==> config.mk <==
export PLATFORM = sky130hd
export DESIGN_NAME = nanprop_sel
export DESIGN_NICKNAME = d
export VERILOG_FILES = /design/src/rtl/nanprop_pkg.sv /design/src/rtl/nanprop_classify.sv /design/src/rtl/nanprop_magcmp.sv /design/src/rtl/nanprop_pick.sv /design/src/rtl/nanprop_emit.sv /design/src/rtl/nanprop_sel.sv
export SDC_FILE = /design/constraint.sdc
export NUM_CORES = 1
export LEC_CHECK = 0
export ABC_CLOCK_PERIOD_IN_PS = 1700
export BUFFER_PORTS_ARGS = -buffer_cell sky130_fd_sc_hd__buf_4
export CAP_MARGIN = 5
export CORE_MARGIN = 10
export CORE_UTILIZATION = 31
export CTS_CLUSTER_DIAMETER = 120
export DETAILED_ROUTE_END_ITERATION = 8
export PLACE_DENSITY = 0.52
export RECOVER_POWER = 50
export SLEW_MARGIN = 20
export SYNTH_ARGS = -nofsm -noshare
export SYNTH_HDL_FRONTEND = slang
export SYNTH_SLANG_ARGS = --single-unit
==> constraint.sdc <==
create_clock -name clk -period 1.7 [get_ports clk]
set_clock_uncertainty 0.1 [all_clocks]
set_input_delay 0 -clock clk [delete_from_list [all_inputs] [get_ports clk]]
set_output_delay 0 -clock clk [all_outputs]
set_load 0.05 [all_outputs]
==> src/rtl/nanprop_pkg.sv <==
package nanprop_pkg;

  typedef enum logic [1:0] {
    POL_ORDERED     = 2'd0,
    POL_FIRST       = 2'd1,
    POL_MAGNITUDE   = 2'd2,
    POL_ORDERED_ALT = 2'd3
  } nan_policy_e;

  typedef struct packed {
    logic is_nan;
    logic is_quiet;
    logic is_sig;
  } nan_class_t;

endpackage

==> src/rtl/nanprop_classify.sv <==
module nanprop_classify
  import nanprop_pkg::*;
#(
  parameter int EXP_W = 8,
  parameter int MAN_W = 23,
  localparam int W = 1 + EXP_W + MAN_W
) (
  input  logic [W-1:0] value,
  output nan_class_t   cls
);
  logic exp_ones;
  logic frac_nz;

  assign exp_ones = &value[W-2 -: EXP_W];
  assign frac_nz  = |value[MAN_W-1:0];

  always_comb begin
    cls.is_nan   = exp_ones & frac_nz;
    cls.is_quiet = exp_ones & frac_nz & value[MAN_W-1];
    cls.is_sig   = exp_ones & frac_nz & ~value[MAN_W-1];
  end
endmodule

==> src/rtl/nanprop_magcmp.sv <==
module nanprop_magcmp #(
  parameter int EXP_W = 8,
  parameter int MAN_W = 23,
  localparam int W = 1 + EXP_W + MAN_W
) (
  input  logic [W-1:0] op_a,
  input  logic [W-1:0] op_b,
  output logic         a_larger
);
  logic [W-2:0] mag_a;
  logic [W-2:0] mag_b;

  assign mag_a = op_a[W-2:0];
  assign mag_b = op_b[W-2:0];

  always_comb begin
    if (mag_a != mag_b) a_larger = (mag_a > mag_b);
    else                a_larger = (op_a < op_b);
  end
endmodule

==> src/rtl/nanprop_pick.sv <==
module nanprop_pick
  import nanprop_pkg::*;
(
  input  nan_policy_e policy,
  input  nan_class_t  cls_a,
  input  nan_class_t  cls_b,
  input  logic        a_larger,
  output logic        sel_b
);
  always_comb begin
    unique case (policy)
      POL_FIRST: sel_b = ~cls_a.is_nan;
      POL_MAGNITUDE: begin
        if (cls_a.is_sig) begin
          if (cls_b.is_sig) sel_b = ~a_larger;
          else              sel_b = cls_b.is_quiet;
        end else if (cls_a.is_quiet) begin
          if (cls_b.is_sig || !cls_b.is_quiet) sel_b = 1'b0;
          else                                 sel_b = ~a_larger;
        end else begin
          sel_b = 1'b1;
        end
      end
      default: begin
        if      (cls_a.is_sig)   sel_b = 1'b0;
        else if (cls_b.is_sig)   sel_b = 1'b1;
        else if (cls_a.is_quiet) sel_b = 1'b0;
        else                     sel_b = 1'b1;
      end
    endcase
  end
endmodule

==> src/rtl/nanprop_emit.sv <==
module nanprop_emit #(
  parameter int EXP_W = 8,
  parameter int MAN_W = 23,
  localparam int W = 1 + EXP_W + MAN_W
) (
  input  logic [W-1:0] op_a,
  input  logic [W-1:0] op_b,
  input  logic         sel_b,
  input  logic         dflt_mode,
  output logic [W-1:0] result
);
  localparam logic [W-1:0] QBIT    = W'(1) << (MAN_W - 1);
  localparam logic [W-1:0] DEF_NAN = {1'b0, {EXP_W{1'b1}}, 1'b1, {(MAN_W-1){1'b0}}};

  logic [W-1:0] chosen;

  assign chosen = sel_b ? op_b : op_a;
  assign result = dflt_mode ? DEF_NAN : (chosen | QBIT);
endmodule

==> src/rtl/nanprop_sel.sv <==
module nanprop_sel
  import nanprop_pkg::*;
#(
  parameter int EXP_W   = 8,
  parameter int MAN_W   = 23,
  parameter int REG_OUT = 1,
  localparam int W = 1 + EXP_W + MAN_W
) (
  input  logic         clk,
  input  logic         rst_n,
  input  logic         in_valid,
  output logic         in_ready,
  input  logic [W-1:0] in_a,
  input  logic [W-1:0] in_b,
  input  logic [1:0]   in_policy,
  input  logic         in_dflt_mode,
  output logic         out_valid,
  input  logic         out_ready,
  output logic [W-1:0] out_result,
  output logic         out_invalid
);
  localparam int NOPS = 2;

  logic [W-1:0] ops [NOPS];
  nan_class_t   cls [NOPS];
  logic         a_larger;
  logic         sel_b;
  logic [W-1:0] nxt_result;
  logic         nxt_invalid;

  assign ops[0] = in_a;
  assign ops[1] = in_b;

  for (genvar i = 0; i < NOPS; i++) begin : g_cls
    nanprop_classify #(.EXP_W(EXP_W), .MAN_W(MAN_W)) cls_i (
      .value (ops[i]),
      .cls   (cls[i])
    );
  end

  nanprop_magcmp #(.EXP_W(EXP_W), .MAN_W(MAN_W)) cmp_i (
    .op_a     (in_a),
    .op_b     (in_b),
    .a_larger (a_larger)
  );

  nanprop_pick pick_i (
    .policy   (nan_policy_e'(in_policy)),
    .cls_a    (cls[0]),
    .cls_b    (cls[1]),
    .a_larger (a_larger),
    .sel_b    (sel_b)
  );

  nanprop_emit #(.EXP_W(EXP_W), .MAN_W(MAN_W)) emit_i (
    .op_a      (in_a),
    .op_b      (in_b),
    .sel_b     (sel_b),
    .dflt_mode (in_dflt_mode),
    .result    (nxt_result)
  );

  assign nxt_invalid = cls[0].is_sig | cls[1].is_sig;

  if (REG_OUT != 0) begin : g_reg
    logic         vld_q;
    logic [W-1:0] res_q;
    logic         inv_q;

    assign in_ready = ~vld_q | out_ready;

    always_ff @(posedge clk or negedge rst_n) begin
      if (!rst_n) begin
        vld_q <= 1'b0;
        res_q <= '0;
        inv_q <= 1'b0;
      end else if (in_ready) begin
        vld_q <= in_valid;
        if (in_valid) begin
          res_q <= nxt_result;
          inv_q <= nxt_invalid;
        end
      end
    end

    assign out_valid   = vld_q;
    assign out_result  = res_q;
    assign out_invalid = inv_q;
  end else begin : g_comb
    assign in_ready    = out_ready;
    assign out_valid   = in_valid;
    assign out_result  = nxt_result;
    assign out_invalid = nxt_invalid;
  end
endmodule

==> flow_summary.ini, run 1 <==
[power_and_ir_drop]
p_total_mw = 3.41
power_density_mw_per_mm2 = 568
internal_power_mw = 1.98
ir_worst_vdd_v = 0.000354
switching_pwr_mw = 1.44
power.static_leakage_nw = 2.73
power.clock.fraction_pct = 17.6
swShare_pct = 42.1
power.sequential.fraction_pct = 28.5
power.share.combinational_pct = 53.8

[clock_tree]
cts_buffer_depth = 2
cts_made_buffers = 5
worst_setup_hold_path_clk_slew_ns = 0.08
clkLatencyLatePin_ns = 0.29
tritoncts_clock_tree = yes
htree_levels = 2
clock_tree.root_cell = clkbuf_8
cts.sink_count = 34

[synth]
syn_area_sq_mm = 0.00308
synth-edff-count = 0
most_common_library_cells_after_synthesis = nand3_1 (61), inv_1 (35), dfrtp_1 (34), ha_1 (34), o21ai_0 (34)
syn-mean-instance-area_sq_um = 7.67
synthCells = 402
synth_fp_nets = 507
synth_flop_cell = dfrtp_1
synth-seq-area-share_pct = 27.6
netlist.area_leader.share_pct = 27.6
async_reset_ff_share_pct = 100
yosys_register_bits = 34
netlist_top_cells_area = dfrtp_1 (28%), ha_1 (14%), nand3_1 (9.9%)
ys_warn_count = 0
count_leader_synth = nand3_1
number_of_distinct_library_cells_after_synthesis = 40
synth_area_leader = dfrtp_1

[sta]
max_slew_margin_pct = 35.8
post-route-min-period_ns = 2.07
max_slew_violation_total_from_the_final_report = 0
setup-violations-final = 31
fin_worst_hold_slack_ns = 0.00123
period_share_pct = 122
rsz0062_at_grt = true
fmax_mhz = 484
max_slew.worst_pin.slew_ns = 0.964
timing.final.ws_setup_ns = -0.368
finalHoldViolations = 0

[floorplan]
die_x_um = 120
effective_utilization_at_floorplan_pct = 31.7
dieArea_sq_mm = 0.0143
rows = 36
core-area_sq_mm = 0.00973
die_y_um = 120
ios = 106

[setup_path]
setup.worst_path.start_class = input pin
critPathKind = input pin to flip-flop
worst_ep_required_time_ns = 1.84
timing.critical_path.slowest_cell_delay_ns = 0.34
crit_path_max_fanout = 4
worstSetupEndpointType = flip-flop
critPathArrivalTime_ns = 2.20
critPathSlowestCell = a2111o_1
path_cells = buf_4, inv_2, ha_4, a21o_1, a21oi_1, o211ai_1, buf_4, buf_6, o2bb2ai_4, a41oi_4, a21oi_4, buf_6, a2111o_1, nand3_1
worst_reg2reg_path_depth = 7

[drt]
vias = 3938
met2_layer_wire_length_in_the_routed_design_um = 6850
top_layer_used = met4
route.antenna.remaining_nets = 0
route.detailed.vias_per_inst = 5.26
met1_length_um = 5970
routed_wl_um = 13800
drt_pre_antenna_iters = 4
drc = 0
detail_route.wl_per_cell_um = 18.4
drt_iter0_markers = 198
met3_wirelength_um = 719

[cells_and_area]
n_fill_cell = 888
num_antenna_cells = 0
layout_cell_share_with_drive_strength_beyond_1_pct = 56.8
final_nets = 721
area_delta_synth_final_pct = 95.0

[grt]
grt_start_max_net_pins = 48
globalRouteOverflowTotal = 0
total_global_routing_track_utilization_pct = 18.7
grt_pass1_vias = 4199
first_pass_grt_wire_length_um = 22100
antenna_found_initial = 0

[status]
violated_checks = negative setup slack
status = finished, violations left

[place]
numPortBuffers = 105
hpwlAfterDp_um = 9530
gp_congestion = 0.842

[hold_path]
min_delay_path_depth = 4
min_path_type = input pin to flip-flop

[job]
max_cap_violations = 0
==> cell families after synthesis <==
logic type | synth area share, %
buffers and inverters | 7.87
AO/OA/AOI/OAI | 16.8
flip-flops | 27.6
adder cells (fa/ha/maj) | 13.8
AND/OR/NAND/NOR | 34.0
==> worst max-delay path: cells and delay by family <==
kind                       cells  cell delay [ns]
AOI/OAI and AO/OA              7             1.31
adders and majority gates      1             0.20
buffers and inverters          5             0.61
and+or+nand+nor                1             0.07
==> layout make-up <==
class | count | area [sq um] | area share (%)
tap | 133 | 166 | 2.77
sequential | 34 | 852 | 14.2
multi-input combinational | 311 | 2820 | 47.0
inverter | 35 | 159 | 2.64
clock buffer | 7 | 76.3 | 1.27
timing repair buffer | 229 | 1940 | 32.2
==> power groups by stage <==
stage / clock network [mW] / logic (mW) / registers (mW)
2_1_floorplan: 0 / 0.476 / 1.36
3_3_place_gp: 0 / 1.50 / 0.985
3_5_place_dp: 0 / 1.51 / 0.988
4_1_cts: 0.615 / 1.78 / 0.973
5_1_grt: 0.649 / 1.96 / 0.988
6_report: 0.602 / 1.84 / 0.973
==> sequential cells by signal, indices dropped and copies added, names as in the netlist <==
signal	flops
out_result	32
out_invalid	1
out_valid	1
==> metal layers <==
metal,vias up,GRT usage [%]
met5,-,0
met4,0,4.83
met3,18,4.08
met2,111,31.7
met1,1900,23.3
li1,1909,-
==> metrics by stage <==
stage / std cells / setup TNS [ns] / setup WS [ns] / cell area (sq um) / utilization [%]
3_5_place_dp: 708 / -22.54 / -0.763 / 4850 / 49.8
5_1_grt: 749 / -12.33 / -0.479 / 6010 / 61.8
2_1_floorplan: 402 / -7.35 / -0.252 / 3270 / -
6_report: 749 / -9.15 / -0.368 / 6010 / 61.8
3_3_place_gp: 708 / -21.46 / -0.731 / 4850 / 49.8
4_1_cts: 748 / -7.71 / -0.297 / 5800 / 59.6
==> cells in the final DEF (no fill, tap or decap), drive strengths merged, types with 10 or more instances in the layout <==
| cell type | netlist | final |
|---|---|---|
| a21oi | 14 | 14 |
| a21o | 9 | 12 |
| nor4 | 12 | 12 |
| nor2 | 16 | 16 |
| clkbuf | 18 | 10 |
| nand4 | 15 | 15 |
| inv | 35 | 35 |
| ha | 34 | 34 |
| nor3b | 23 | 23 |
| o21ai | 36 | 36 |
| buf | 7 | 218 |
| nor3 | 25 | 25 |
| nand2 | 29 | 29 |
| dfrtp | 34 | 34 |
| nand3 | 61 | 61 |
==> final timing paths <==
check | slack (ns) | start | to
max | -0.37 | in_b[25] | out_result[0]
min | 0.001 | in_a[30] | out_result[30]
max reg2reg | 0.15 | out_valid | out_result[13]
min reg2reg | 0.37 | out_result[22] | out_result[22]
max in group asynchronous | 0.55 | rst_n | out_valid
min in group asynchronous | 0.30 | rst_n | out_result[19]
==> what timing repair did <==
action,4_1_cts,5_1_grt
endpoints found under the hold margin,39,1
pin swaps,60,39
gates cloned,7,0
gates resized for setup,138,39
hold buffers,7,1
setup endpoints to repair,31,31
setup buffers,20,1
Power figures use the tool's default switching activity.
==> run 2, diff against run 1 <==
Settings changed: ABC_AREA set to 1, CORE_MARGIN 10 to 5, PLACE_DENSITY 0.52 to 0.51.
==> flow_summary.ini, run 2 <==
[hold_path]
min_path_type = input pin to flip-flop
hp_start = in_a[19]
min_delay_path_depth = 4
worst_hold_path.endpoint = out_result[19]

[power_and_ir_drop]
ir_worst_vdd_v = 0.000409
power.static_leakage_nw = 3.01
p_total_mw = 3.55
power_density_mw_per_mm2 = 599

[sta]
max_slew_violation_total_from_the_final_report = 0
timing.final.ws_setup_ns = -0.111
setup-violations-final = 30
max_slew_margin_pct = 45.2
fmax_mhz = 552
finalHoldViolations = 0
period_share_pct = 107
post-route-min-period_ns = 1.81
rsz0062_at_grt = true
max_slew.worst_pin.slew_ns = 0.821

[grt]
grt_start_max_net_pins = 35
first_pass_grt_wire_length_um = 19800
globalRouteOverflowTotal = 0
antenna_found_initial = 0
grt_pass1_vias = 3900
total_global_routing_track_utilization_pct = 19.1

[synth]
most_common_library_cells_after_synthesis = nand2_1 (177), inv_1 (91), nand3_1 (66), dfrtp_1 (34), ha_1 (34)
netlist_top_cells_area = dfrtp_1 (26%), nand2_1 (20%), ha_1 (13%)
ys_warn_count = 0
synth_flop_cell = dfrtp_1
synth_fp_nets = 631
synth-edff-count = 0
yosys_register_bits = 34
syn_area_sq_mm = 0.00327
number_of_distinct_library_cells_after_synthesis = 25
netlist.area_leader.share_pct = 26.1
synthCells = 526
synth_area_leader = dfrtp_1
synth-seq-area-share_pct = 26.1
async_reset_ff_share_pct = 100
count_leader_synth = nand2_1
syn-mean-instance-area_sq_um = 6.21

[floorplan]
core-area_sq_mm = 0.0103
die_x_um = 113
effective_utilization_at_floorplan_pct = 31.8
rows = 37
dieArea_sq_mm = 0.0127
ios = 106
die_y_um = 113

[cells_and_area]
register_area_sq_um = 852
finalInstanceArea_sq_mm = 0.00593
most_common_cell_after_layout_fill_and_taps_aside = buf_4
number_of_flip_flops_in_the_largest_register = 32
final_nets = 828
final-instance-count-excl-fill = 860
area_delta_synth_final_pct = 81.5
area_taken_by_multi_input_logic_gates_sq_mm = 0.00270
final_util_pct = 57.7
num_antenna_cells = 0
final_cell_mix = buf_4 (177), nand2_1 (145), inv_1 (58), nand3_1 (52), dfrtp_1 (33)
n_fill_cell = 1002
layout_cell_share_with_drive_strength_beyond_1_pct = 50.0

[setup_path]
worst_ep_required_time_ns = 1.78
critical-path-top-cell-by-count = nand2_1
worst_reg2reg_path_depth = 7
worstPathBufferInverterCount = 4
reg_to_reg_start = out_valid
critPathKind = input pin to flip-flop
regToRegEndpoint = out_result[23]
critPathArrivalTime_ns = 1.89
critPathSlowestCell = ha_4
setup.worst_path.start_class = input pin
top_delay_family_on_crit_path = simple AND/OR/NAND/NOR gates
reg2reg_slack_ns = 0.24
crit_path_max_fanout = 6
timing.critical_path.slowest_cell_delay_ns = 0.29
path_cells = buf_4, ha_4, buf_6, nand2_1, a21oi_2, o21ai_1, a21oi_1, nor2_1, nand2_1, nand3_1, nand2_1, nand2_2, nand2_4, nand2_8, clkbuf_16, nand2_1, nand3_2, nand2_1, inv_1
worstSetupEndpointType = flip-flop

[place]
gp_congestion = 0.880
numPortBuffers = 105
placed_area_sq_mm = 0.00520
post_placement_cell_count = 844
hpwlAfterDp_um = 10500

[clock_tree]
clock_tree.root_cell = clkbuf_8
clkLatencyLatePin_ns = 0.28
cts.sink_count = 34
worst_setup_hold_path_clk_slew_ns = 0.07
tritoncts_clock_tree = yes
cts_made_buffers = 5
cts_buffer_depth = 2
htree_levels = 2

[drt]
drt_iter0_markers = 216
drc = 0
route.detailed.vias_per_inst = 4.67
vias = 4014
drt_pre_antenna_iters = 5
route.antenna.remaining_nets = 0
routed_wl_um = 12800
detail_route.wl_per_cell_um = 14.9

[job]
max_cap_violations = 0

[status]
status = finished, violations left
violated_checks = negative setup slack
==> run 2: kinds of logic after synthesis <==
logic type               after synthesis  share of synthesized area (%)
buffers and inverters                107                           13.4
adder cells (fa/ha/maj)               34                           13.0
flip-flops                            34                           26.1
AND/OR/NAND/NOR                      302                           39.5
AO/OA/AOI/OAI                         49                           8.05
==> run 2: power by group <==
group          switching, mW  leakage [nW]  internal (mW)
Clock                  0.281        0.0482          0.327
Combinational           1.13          2.55          0.834
Sequential            0.0653         0.412          0.918
==> run 2: area by class of cell <==
| cell class | count | share of cell area [%] |
|---|---|---|
| clock buffer | 7 | 1.46 |
| inverter | 91 | 6.82 |
| clock inverter | 1 | 0.0844 |
| timing repair buffer | 206 | 28.9 |
| tap | 136 | 2.87 |
| multi-input combinational | 385 | 45.5 |
| sequential | 34 | 14.4 |
==> run 2: repair_timing <==
action                                 CTS  global route
resized for setup                       12           137
endpoints found under the hold margin   35             0
hold buffers                             2             0
pin swaps                                1            53
setup endpoints to repair               31            31
buffers inserted                         0             2
gates cloned                             0             4
==> run 2: metrics by stage <==
step	hold slack (ns)	setup WS (ns)	setup TNS [ns]
after floorplan	-0.396	-0.0878	-1.12
after global placement	-0.133	-0.489	-13.82
after detailed placement	-0.129	-0.500	-13.68
after CTS	0.00526	-0.103	-2.01
after global routing	0.0359	-0.246	-5.64
final	0.0155	-0.111	-1.34
==> run 2: worst max path at each step <==
stage	endpoint	startpoint	cells past startpoint	slack [ns]
floorplan	out_result[19]	in_b[19]	17	-0.09
finish	out_result[26]	in_a[19]	19	-0.11
global route	out_result[26]	in_b[12]	22	-0.25
detailed placement	out_result[26]	in_b[16]	22	-0.50
global placement	out_result[26]	in_a[25]	18	-0.49
CTS	out_result[1]	in_a[18]	18	-0.10
==> run 2: worst min-delay path: stages <==
cell     delay, ns
buf_4         0.12
buf_4         0.12
a21oi_2       0.03
o21ai_1       0.10
==> run 2: metal layers <==
| metal | GRT usage, % | share of wire, % |
|---|---|---|
| met1 | 30.0 | 50 |
| met5 | 0 | 0 |
| met3 | 1.99 | 4.9 |
| met4 | 3.37 | 0.76 |
| met2 | 28.2 | 44 |
